==> config.mk <==
export PLATFORM = sky130hd
export DESIGN_NAME = q15_pair_mul
export DESIGN_NICKNAME = d
export VERILOG_FILES = /design/src/rtl/q15_pair_pkg.sv /design/src/rtl/q15_insn_decode.sv /design/src/rtl/q15_lane_mul.sv /design/src/rtl/q15_ovf_ctl.sv /design/src/rtl/q15_pair_mul.sv
export SDC_FILE = /design/constraint.sdc
export NUM_CORES = 1
export LEC_CHECK = 0
export BUFFER_PORTS_ARGS = -buffer_cell sky130_fd_sc_hd__buf_2
export CORE_MARGIN = 3
export CORE_UTILIZATION = 45
export CTS_BUF_LIST = sky130_fd_sc_hd__clkbuf_4 sky130_fd_sc_hd__clkbuf_8 sky130_fd_sc_hd__clkbuf_16
export CTS_CLUSTER_DIAMETER = 100
export DETAILED_ROUTE_END_ITERATION = 12
export MAX_ROUTING_LAYER = met4
export REMOVE_ABC_BUFFERS = 1
export SLEW_MARGIN = 20
export SYNTH_ARGS = -nofsm -noshare
export SYNTH_HDL_FRONTEND = slang
export SYNTH_SLANG_ARGS = --single-unit
==> constraint.sdc <==
create_clock -name clk -period 1.6 [get_ports clk]
set_input_delay 0.16 -clock clk [delete_from_list [all_inputs] [get_ports clk]]
set_output_delay 0.16 -clock clk [all_outputs]
set_load 0.1 [all_outputs]
==> src/rtl/q15_pair_pkg.sv <==
package q15_pair_pkg;
  localparam int unsigned WORD_W = 32;
  localparam int unsigned LANE_W = 16;
  localparam int unsigned N_LANES = WORD_W / LANE_W;
  localparam int unsigned IDX_W = 5;
  localparam int unsigned OVF_BIT = 21;

  localparam logic [5:0] MAJOR_OP = 6'b001000;
  localparam logic [6:0] FUNC_OP  = 7'b0100010;
  localparam logic [2:0] TAIL_OP  = 3'b101;

  localparam logic [LANE_W-1:0] Q15_NEG_ONE = {1'b1, {(LANE_W-1){1'b0}}};
  localparam logic [LANE_W-1:0] Q15_MAX_POS = {1'b0, {(LANE_W-1){1'b1}}};

  typedef struct packed {
    logic [5:0]       major;
    logic [IDX_W-1:0] src_t;
    logic [IDX_W-1:0] src_s;
    logic [IDX_W-1:0] dst;
    logic             spare;
    logic [6:0]       func;
    logic [2:0]       tail;
  } insn_t;
endpackage

==> src/rtl/q15_insn_decode.sv <==
module q15_insn_decode
  import q15_pair_pkg::*;
(
  input  logic [WORD_W-1:0] insn_i,
  output logic              match_o,
  output logic [IDX_W-1:0]  rd_o
);
  insn_t f;
  logic  unused_fields;

  assign f = insn_t'(insn_i);
  assign unused_fields = ^{f.src_t, f.src_s, f.spare};

  always_comb begin
    match_o = (f.major == MAJOR_OP) && (f.func == FUNC_OP) && (f.tail == TAIL_OP);
    rd_o    = f.dst;
  end
endmodule

==> src/rtl/q15_lane_mul.sv <==
module q15_lane_mul
  import q15_pair_pkg::*;
(
  input  logic [LANE_W-1:0] a_i,
  input  logic [LANE_W-1:0] b_i,
  output logic [LANE_W-1:0] y_o,
  output logic              clamp_o
);
  localparam int unsigned PROD_W = 2 * LANE_W;
  localparam logic [PROD_W-1:0] HALF_LSB = PROD_W'(1) << (LANE_W - 1);

  logic signed [PROD_W-1:0] prod;
  logic        [PROD_W-1:0] rounded;
  logic                     unused_low;

  always_comb begin
    prod    = PROD_W'($signed(a_i)) * PROD_W'($signed(b_i));
    rounded = {prod[PROD_W-2:0], 1'b0} + HALF_LSB;
    clamp_o = (a_i == Q15_NEG_ONE) && (b_i == Q15_NEG_ONE);
    y_o     = clamp_o ? Q15_MAX_POS : rounded[PROD_W-1:LANE_W];
  end

  assign unused_low = ^{rounded[LANE_W-1:0], prod[PROD_W-1]};
endmodule

==> src/rtl/q15_ovf_ctl.sv <==
module q15_ovf_ctl
  import q15_pair_pkg::*;
#(
  parameter int unsigned CTL_W = WORD_W,
  parameter int unsigned FLAG_POS = OVF_BIT
) (
  input  logic             clk,
  input  logic             rst_n,
  input  logic             set_i,
  input  logic             sw_we_i,
  input  logic [CTL_W-1:0] sw_wdata_i,
  output logic [CTL_W-1:0] ctl_o
);
  logic [CTL_W-1:0] ctl_q;
  logic [CTL_W-1:0] ctl_d;
  logic             ctl_en;

  always_comb begin
    ctl_en = sw_we_i | set_i;
    ctl_d  = sw_we_i ? sw_wdata_i : ctl_q;
    if (set_i) ctl_d[FLAG_POS] = 1'b1;
  end

  always_ff @(posedge clk or negedge rst_n) begin
    if (!rst_n)      ctl_q <= '0;
    else if (ctl_en) ctl_q <= ctl_d;
  end

  assign ctl_o = ctl_q;

  assert_flag_set_R4: assert property (@(posedge clk) disable iff (!rst_n)
    set_i |=> ctl_q[FLAG_POS]);
  assert_flag_sticky_R4: assert property (@(posedge clk) disable iff (!rst_n)
    (ctl_q[FLAG_POS] && !sw_we_i) |=> ctl_q[FLAG_POS]);
  assert_sw_write_R5: assert property (@(posedge clk) disable iff (!rst_n)
    (sw_we_i && !set_i) |=> (ctl_q == $past(sw_wdata_i)));
endmodule

==> src/rtl/q15_pair_mul.sv <==
module q15_pair_mul
  import q15_pair_pkg::*;
#(
  parameter bit PIPE_OUT = 1'b1
) (
  input  logic              clk,
  input  logic              rst_n,
  input  logic              issue_i,
  input  logic [WORD_W-1:0] insn_i,
  input  logic [WORD_W-1:0] rs_i,
  input  logic [WORD_W-1:0] rt_i,
  input  logic              sw_we_i,
  input  logic [WORD_W-1:0] sw_wdata_i,
  output logic [WORD_W-1:0] result_o,
  output logic [IDX_W-1:0]  rd_o,
  output logic              match_o,
  output logic              wr_en_o,
  output logic              acc0_clobber_o,
  output logic [WORD_W-1:0] ctl_o
);
  logic [WORD_W-1:0]  res_c;
  logic [N_LANES-1:0] clamp_c;
  logic               hit_c;
  logic [IDX_W-1:0]   rd_c;
  logic               fire_c;

  q15_insn_decode u_dec (
    .insn_i  (insn_i),
    .match_o (hit_c),
    .rd_o    (rd_c)
  );

  for (genvar g = 0; g < N_LANES; g++) begin : g_lane
    q15_lane_mul u_lane (
      .a_i     (rs_i[g*LANE_W +: LANE_W]),
      .b_i     (rt_i[g*LANE_W +: LANE_W]),
      .y_o     (res_c[g*LANE_W +: LANE_W]),
      .clamp_o (clamp_c[g])
    );
  end

  assign fire_c = issue_i & hit_c;

  q15_ovf_ctl u_ctl (
    .clk        (clk),
    .rst_n      (rst_n),
    .set_i      (fire_c & (|clamp_c)),
    .sw_we_i    (sw_we_i),
    .sw_wdata_i (sw_wdata_i),
    .ctl_o      (ctl_o)
  );

  if (PIPE_OUT) begin : g_pipe
    logic [WORD_W-1:0] res_q;
    logic [IDX_W-1:0]  rd_q;
    logic              hit_q;
    logic              fire_q;

    always_ff @(posedge clk or negedge rst_n) begin
      if (!rst_n) begin
        res_q <= '0;
        rd_q  <= '0;
      end else if (issue_i) begin
        res_q <= res_c;
        rd_q  <= rd_c;
      end
    end

    always_ff @(posedge clk or negedge rst_n) begin
      if (!rst_n) begin
        hit_q  <= 1'b0;
        fire_q <= 1'b0;
      end else begin
        hit_q  <= hit_c;
        fire_q <= fire_c;
      end
    end

    assign result_o       = res_q;
    assign rd_o           = rd_q;
    assign match_o        = hit_q;
    assign wr_en_o        = fire_q;
    assign acc0_clobber_o = fire_q;

    assert_clamp_hi_R3: assert property (@(posedge clk) disable iff (!rst_n)
      (issue_i && rs_i[31:16] == Q15_NEG_ONE && rt_i[31:16] == Q15_NEG_ONE)
        |=> (result_o[31:16] == Q15_MAX_POS));
    assert_clamp_lo_R3: assert property (@(posedge clk) disable iff (!rst_n)
      (issue_i && rs_i[15:0] == Q15_NEG_ONE && rt_i[15:0] == Q15_NEG_ONE)
        |=> (result_o[15:0] == Q15_MAX_POS));
    assert_issue_latency_R9: assert property (@(posedge clk) disable iff (!rst_n)
      wr_en_o |-> $past(issue_i));
    assert_flag_follows_R4: assert property (@(posedge clk) disable iff (!rst_n)
      wr_en_o && (result_o[31:16] == Q15_MAX_POS) && $past(rs_i[31:16] == Q15_NEG_ONE)
        && $past(rt_i[31:16] == Q15_NEG_ONE) |-> ctl_o[OVF_BIT]);
  end else begin : g_comb
    assign result_o       = res_c;
    assign rd_o           = rd_c;
    assign match_o        = hit_c;
    assign wr_en_o        = fire_c;
    assign acc0_clobber_o = fire_c;
  end

  assert_wren_needs_match_R6: assert property (@(posedge clk) disable iff (!rst_n)
    wr_en_o |-> match_o);
  assert_clobber_tracks_R8: assert property (@(posedge clk) disable iff (!rst_n)
    acc0_clobber_o == wr_en_o);
endmodule

==> results of run 1 <==
[registers in the layout, indices dropped and copies added, names as in the netlist]
signal and flops:
rd_o 5, u_ctl.ctl_o 32, match_o 1, result_o 32, acc0_clobber_o 1
[placed cells by master, fill, tap and decap left out, drive strengths merged, types with 8 or more instances in the layout]
| cell | Yosys | layout |
|---|---|---|
| buf | 11 | 637 |
| nor4 | 23 | 23 |
| nor3 | 12 | 12 |
| xor2 | 24 | 24 |
| a21o | 8 | 8 |
| o22a | 27 | 27 |
| nand3 | 22 | 22 |
| and2 | 249 | 249 |
| fa | 510 | 510 |
| nand2b | 11 | 11 |
| a31oi | 8 | 8 |
| o21ai | 34 | 34 |
| xnor2 | 52 | 52 |
| ha | 156 | 156 |
| nand4 | 15 | 15 |
| dfrtp | 71 | 71 |
| nand2 | 274 | 274 |
| clkbuf | 87 | 18 |
| o211ai | 11 | 11 |
| a21oi | 48 | 48 |
| and4 | 8 | 8 |
| inv | 572 | 571 |
| nor2 | 57 | 57 |
| mux2 | 36 | 36 |
[worst paths after layout]
| kind | slack [ps] | to | from | cells after the start |
|---|---|---|---|---|
| max | -4660 | result_o[31] | rt_i[21] | 23 |
| min | 60 | rd_o[2] | insn_i[13] | 2 |
| max reg2reg | 720 | result_o[31] | result_o[31] | 2 |
| min reg2reg | 500 | result_o[14] | result_o[14] | 1 |
| max in group asynchronous | 680 | u_ctl.ctl_o[17] | rst_n | 3 |
| min in group asynchronous | 330 | rd_o[2] | rst_n | 2 |
[per-layer routing]
metal | vias up | share of wire [%] | global-route usage (%)
li1 | 8427 | - | -
met1 | 9433 | 44 | 35.5
met2 | 617 | 48 | 41.6
met3 | 70 | 6.3 | 2.55
met4 | 0 | 1.5 | 4.44
met5 | - | 0 | -
[stage by stage]
step                      worst slack [ps]  setup TNS, ps  hold slack, ps
after global routing                 -4840        -141500            60.0
final                                -4660        -135620            61.3
after detailed placement             -5250        -153230             130
after floorplan                      -4770        -130900            -136
after CTS                            -4640        -135180            53.6
after global placement               -5250        -153340             126
[worst max-delay path: stages]
cell and delay [ps]:
buf_12 110, and2_4 150, fa_1 560, inv_2 50, fa_2 560, fa_1 430
fa_1 510, inv_2 50, fa_1 550, fa_1 470, ha_4 310, and4_4 230
o2111a_2 280, a211oi_2 90, o21ai_1 180, xor2_1 250, ha_2 220, and3_4 170
nand4_1 130, buf_4 180, or4_4 480, o211ai_1 200, o221ai_1 140
[final cells by class]
class,count,share of cell area (%)
repair buffers,646,17.0
flip-flops and latches,71,5.92
clock inverters,5,0.279
well taps,664,2.77
clock buffers,10,0.775
inverters,572,7.17
multi-input cells,1681,66.1
[cell families (layout without fill, tap and decap cells)]
family	after synthesis	in the layout	synth area share, %
AND/OR/NAND/NOR	705	705	16.1
buffers and inverters	671	1233	11.3
adder cells (fa/ha/maj)	666	666	53.6
AO/OA/AOI/OAI	192	192	6.01
XOR/XNOR	77	77	3.07
flip-flops	71	71	7.83
multiplexers	41	41	2.02
[repair_timing]
item / 4_1_cts / 5_1_grt
setup endpoints to repair: 33 / 33
hold endpoints to repair: 30 / 0
pin swaps: 143 / 154
buffers inserted: 61 / 35
hold buffers: 1 / 0
gates resized for setup: 301 / 223
gates cloned: 0 / 0
==> run summary, run 1 <==
Total grt overflow: 0
Vias in the first global route: 20800
Final Setup Violations: 32
Sequential share of the synthesized area: 7.83%
Clock latency on the worst-skew pair: 330 ps
Layout cell share with drive strength beyond 1: 32.9%
Post-route insts no fill: 3649
YS warnings: 0
DP Area: 27000 µm²
CP Launch Type: input port
Slew margin rel.: 59.8%
Max-Cap Viols: 0
TritonCTS clock tree: built
Finished Cell Area: 30000 µm²
Drt first pass iters: 8
Max Root-Sink Buffers: 2
Unrepaired setup endpoints after global routing: true
Wire length per cell: 17.3 µm
Asr flop ratio synth: 100%
Tot GR Track Use: 25.6%
Clk slew on worst S/H paths: 60 ps
# rows: 81
Failing checks: negative setup slack
Boundary pin count: 204
Worst setup path class: in2reg
Tightest Pin Transition: 607 ps
Gpl congestion: 0.903
IO buf count: 192
Commonest cells in the netlist: 572 x inv_1, 510 x fa_1, 274 x nand2_1
Outcome: finished, violations left
Yosys cell types: 85
Worst min-delay path class: in2reg
Fmax: 0.160 GHz
Synth-to-Final Area Change: 32.4%
Number of nets in the layout: 3779
Final Critical Period: 6260 ps
Clock root cell: clkbuf_16
Worst EP arrival: 6450 ps
Initial antenna violation count: 1
Die Area: 53100 µm²
CORE AREA: 49400 µm²
Die height: 230 µm
First-iteration detailed-routing DRC count: 1057
Synthesized cell area: 22700 µm²
Initial core utilization: 45.9%
Drt total wl: 63000 µm
Required @ worst endpoint: 1790 ps
Synthesized instance count: 2423
CP max FO: 7
Post-synth EDFFs: 0
CTS Buf Count: 9
Count leader, synth: inv_1
DR vias: 18500
Primary FF master, synth: dfrtp_1
Max-slew violations: 0
Final core occ: 60.8%
Fill cells: 4239
Final period util: 391%
Top-area cell type share of the netlist area: 45.0%
Nature of the critical path endpoint: register
Flops & latches, synth: 71
Dpl cells: 3560
ANT cells: 0
Avg Inst Size Synth: 9.36 µm²
Sequential cell area: 1780 µm²
Antenna viol nets, final: 0
Dpl hpwl: 54000 µm
Area leader, netlist: fa_1
Worst setup margin: -4660 ps
H-tree depth: 3
First-pass GRT wire length: 107000 µm
Multi-input gate area: 19900 µm²
Die Span X: 230 µm
Skew final: 0 ps
Largest net degree at the start of global routing: 33
Via-to-Cell Ratio: 5.08
Hold Violations, Final: 0
Residual DRC count: 0
Top cells by area, synth: fa_1 45%, inv_1 9.5%, ha_1 8.6%
Clock sink total: 71
Power of run 1 is not shown: default switching activity piles up to over one toggle a cycle in this logic, so the estimate is an artifact.
==> inputs of run 2 (changes only) <==
--- a/config.mk
+++ b/config.mk
@@ -6,12 +6,13 @@
 export NUM_CORES = 1
 export LEC_CHECK = 0
 export BUFFER_PORTS_ARGS = -buffer_cell sky130_fd_sc_hd__buf_2
+export CAP_MARGIN = 40
 export CORE_MARGIN = 3
-export CORE_UTILIZATION = 45
+export CORE_UTILIZATION = 55
 export CTS_BUF_LIST = sky130_fd_sc_hd__clkbuf_4 sky130_fd_sc_hd__clkbuf_8 sky130_fd_sc_hd__clkbuf_16
 export CTS_CLUSTER_DIAMETER = 100
 export DETAILED_ROUTE_END_ITERATION = 12
-export MAX_ROUTING_LAYER = met4
+export PLACE_DENSITY = 0.75
 export REMOVE_ABC_BUFFERS = 1
 export SLEW_MARGIN = 20
 export SYNTH_ARGS = -nofsm -noshare
==> run summary, run 2 (synthesized netlist as in run 1, its figures left out) <==
Outcome: finished, violations left (unchanged)
Failing checks: negative setup slack (unchanged)
Clock root cell: clkbuf_16 (unchanged)
Worst EP arrival: 6640 ps (was 6450 ps)
CP max FO: 6 (was 7)
Worst setup margin: -4800 ps (was -4660 ps)
Synth-to-Final Area Change: 29.7% (was 32.4%)
H-tree depth: 3 (unchanged)
Die Span X: 209 µm (was 230 µm)
CP max stage delay: 520 ps (was 560 ps)
Hold_ws: 61.2 ps (was 61.3 ps)
Residual DRC count: 0 (unchanged)
TritonCTS clock tree: built (unchanged)
# rows: 73 (was 81)
Initial antenna violation count: 0 (was 1)
Layout cell share with drive strength beyond 1: 31.1% (was 32.9%)
Worst min-delay path startpoint: sw_wdata_i[21] (was insn_i[13])
Nature of the critical path endpoint: register (unchanged)
Die height: 209 µm (was 230 µm)
Max-slew violations: 0 (unchanged)
First-pass GRT wire length: 105000 µm (was 107000 µm)
Total grt overflow: 0 (unchanged)
Worst setup path class: in2reg (unchanged)
Most used cell along the critical path: fa_1 (unchanged)
Initial core utilization: 56.4% (was 45.9%)
Dpl hpwl: 53000 µm (was 54000 µm)
DP Area: 26600 µm² (was 27000 µm²)
DP Worst Slack: -5260 ps (was -5250 ps)
Worst min-delay path class: in2reg (unchanged)
Vias in the first global route: 21200 (was 20800)
IO buf count: 192 (unchanged)
Fill cells: 2744 (was 4239)
Critical path buffers and inverters: 7 (was 4)
Unrepaired setup endpoints after global routing: true (unchanged)
CP Launch Type: input port (unchanged)
Tot GR Track Use: 29.6% (was 25.6%)
Antenna viol nets, final: 0 (unchanged)
Boundary pin count: 204 (unchanged)
Fmax: 0.156 GHz (was 0.160 GHz)
Gpl congestion: 0.916 (was 0.903)
Clk slew on worst S/H paths: 60 ps (about the same)
CORE AREA: 40200 µm² (was 49400 µm²)
ANT cells: 0 (unchanged)
Skew final: 0 ps (unchanged)
Commonest non-fill, non-tap cell in the layout: inv_1 (unchanged)
First-iteration detailed-routing DRC count: 1250 (was 1057)
Drt first pass iters: 6 (was 8)
Drt total wl: 65400 µm (was 63000 µm)
Slew margin rel.: 62.4% (was 59.8%)
Final core occ: 73.2% (was 60.8%)
Clock sink total: 71 (unchanged)
Final Setup Violations: 32 (unchanged)
DR vias: 18800 (was 18500)
Via-to-Cell Ratio: 5.42 (was 5.08)
Hold Violations, Final: 0 (unchanged)
Clock latency on the worst-skew pair: 320 ps (was 330 ps)
CTS Buf Count: 9 (unchanged)
Die Area: 43700 µm² (was 53100 µm²)
Required @ worst endpoint: 1850 ps (was 1790 ps)
CP startpoint: rt_i[9] (was rt_i[21])
Wire length per cell: 18.8 µm (was 17.3 µm)
Final Critical Period: 6400 ps (was 6260 ps)
Reg-to-reg startpoint: u_ctl.ctl_o[31] (was result_o[31])
Max-Cap Viols: 0 (unchanged)
Max Root-Sink Buffers: 2 (unchanged)
Largest net degree at the start of global routing: 36 (was 33)
Most frequent cells in the layout: 545 x inv_1, 491 x fa_1, 373 x buf_4 (was 534 x inv_1, 486 x fa_1, 386 x buf_4)
CP top delay family: adder cells (unchanged)
Finished Cell Area: 29400 µm² (was 30000 µm²)
Tightest Pin Transition: 560 ps (was 607 ps)
Slowest cell on crit path: fa_1 (unchanged)
Final period util: 400% (was 391%)
Number of nets in the layout: 3740 (was 3779)
run 2: cell types whose count changed in the layout (fill, tap and decap cells not counted), sizes merged:
cell      delta
buf         -37
clkinv       +2
clkinvlp     -2
bufbuf       +1
bufinv       -1
clkbuf       -1
run 2: what timing repair did:
action                                  CTS  global route
pin swaps                               114           143
gates cloned                              1             1
endpoints found under the setup margin   33            33
resized for setup                       230           229
hold endpoints to repair                 32             0
hold buffers                              1             0
buffers inserted                         49            30
run 2: metal layers:
metal	global-route usage, %	up-vias	share of wire [%]
li1	-	8333	-
met1	39.4	9509	40
met2	49.3	822	49
met3	6.20	157	7.9
met4	9.08	0	3.0
met5	0	-	0
run 2: worst paths after layout:
check                                       end  slack, ps  depth (start not counted)
max in group asynchronous           result_o[0]        780                          3
worst min-delay path            u_ctl.ctl_o[21]         60                          3
worst min register to register     result_o[20]        500                          1
worst max register to register  u_ctl.ctl_o[31]        800                          1
worst max-delay path               result_o[15]      -4800                         25
min in group asynchronous       u_ctl.ctl_o[24]        320                          2
run 2: worst min-delay path: stages:
cell and delay (ps):
buf_2 80, mux2i_1 60, nand2_1 60
run 2: cell type report:
class / count / area (µm²) / area share [%]
well taps: 525 / 657 / 2.23
repair buffers: 607 / 4680 / 15.9
multi-input cells: 1681 / 19900 / 67.5
flip-flops and latches: 71 / 1780 / 6.04
clock inverters: 4 / 45.0 / 0.153
clock buffers: 12 / 254 / 0.863
inverters: 572 / 2150 / 7.31
run 2: metrics by stage:
stage | std cells | setup TNS (ps)
5_1_grt | 3472 | -144930
3_5_place_dp | 3396 | -151700
2_1_floorplan | 2324 | -130900
4_1_cts | 3454 | -137470
6_report | 3472 | -139080
3_3_place_gp | 3396 | -149390
Power of run 2 is left out for the same reason.
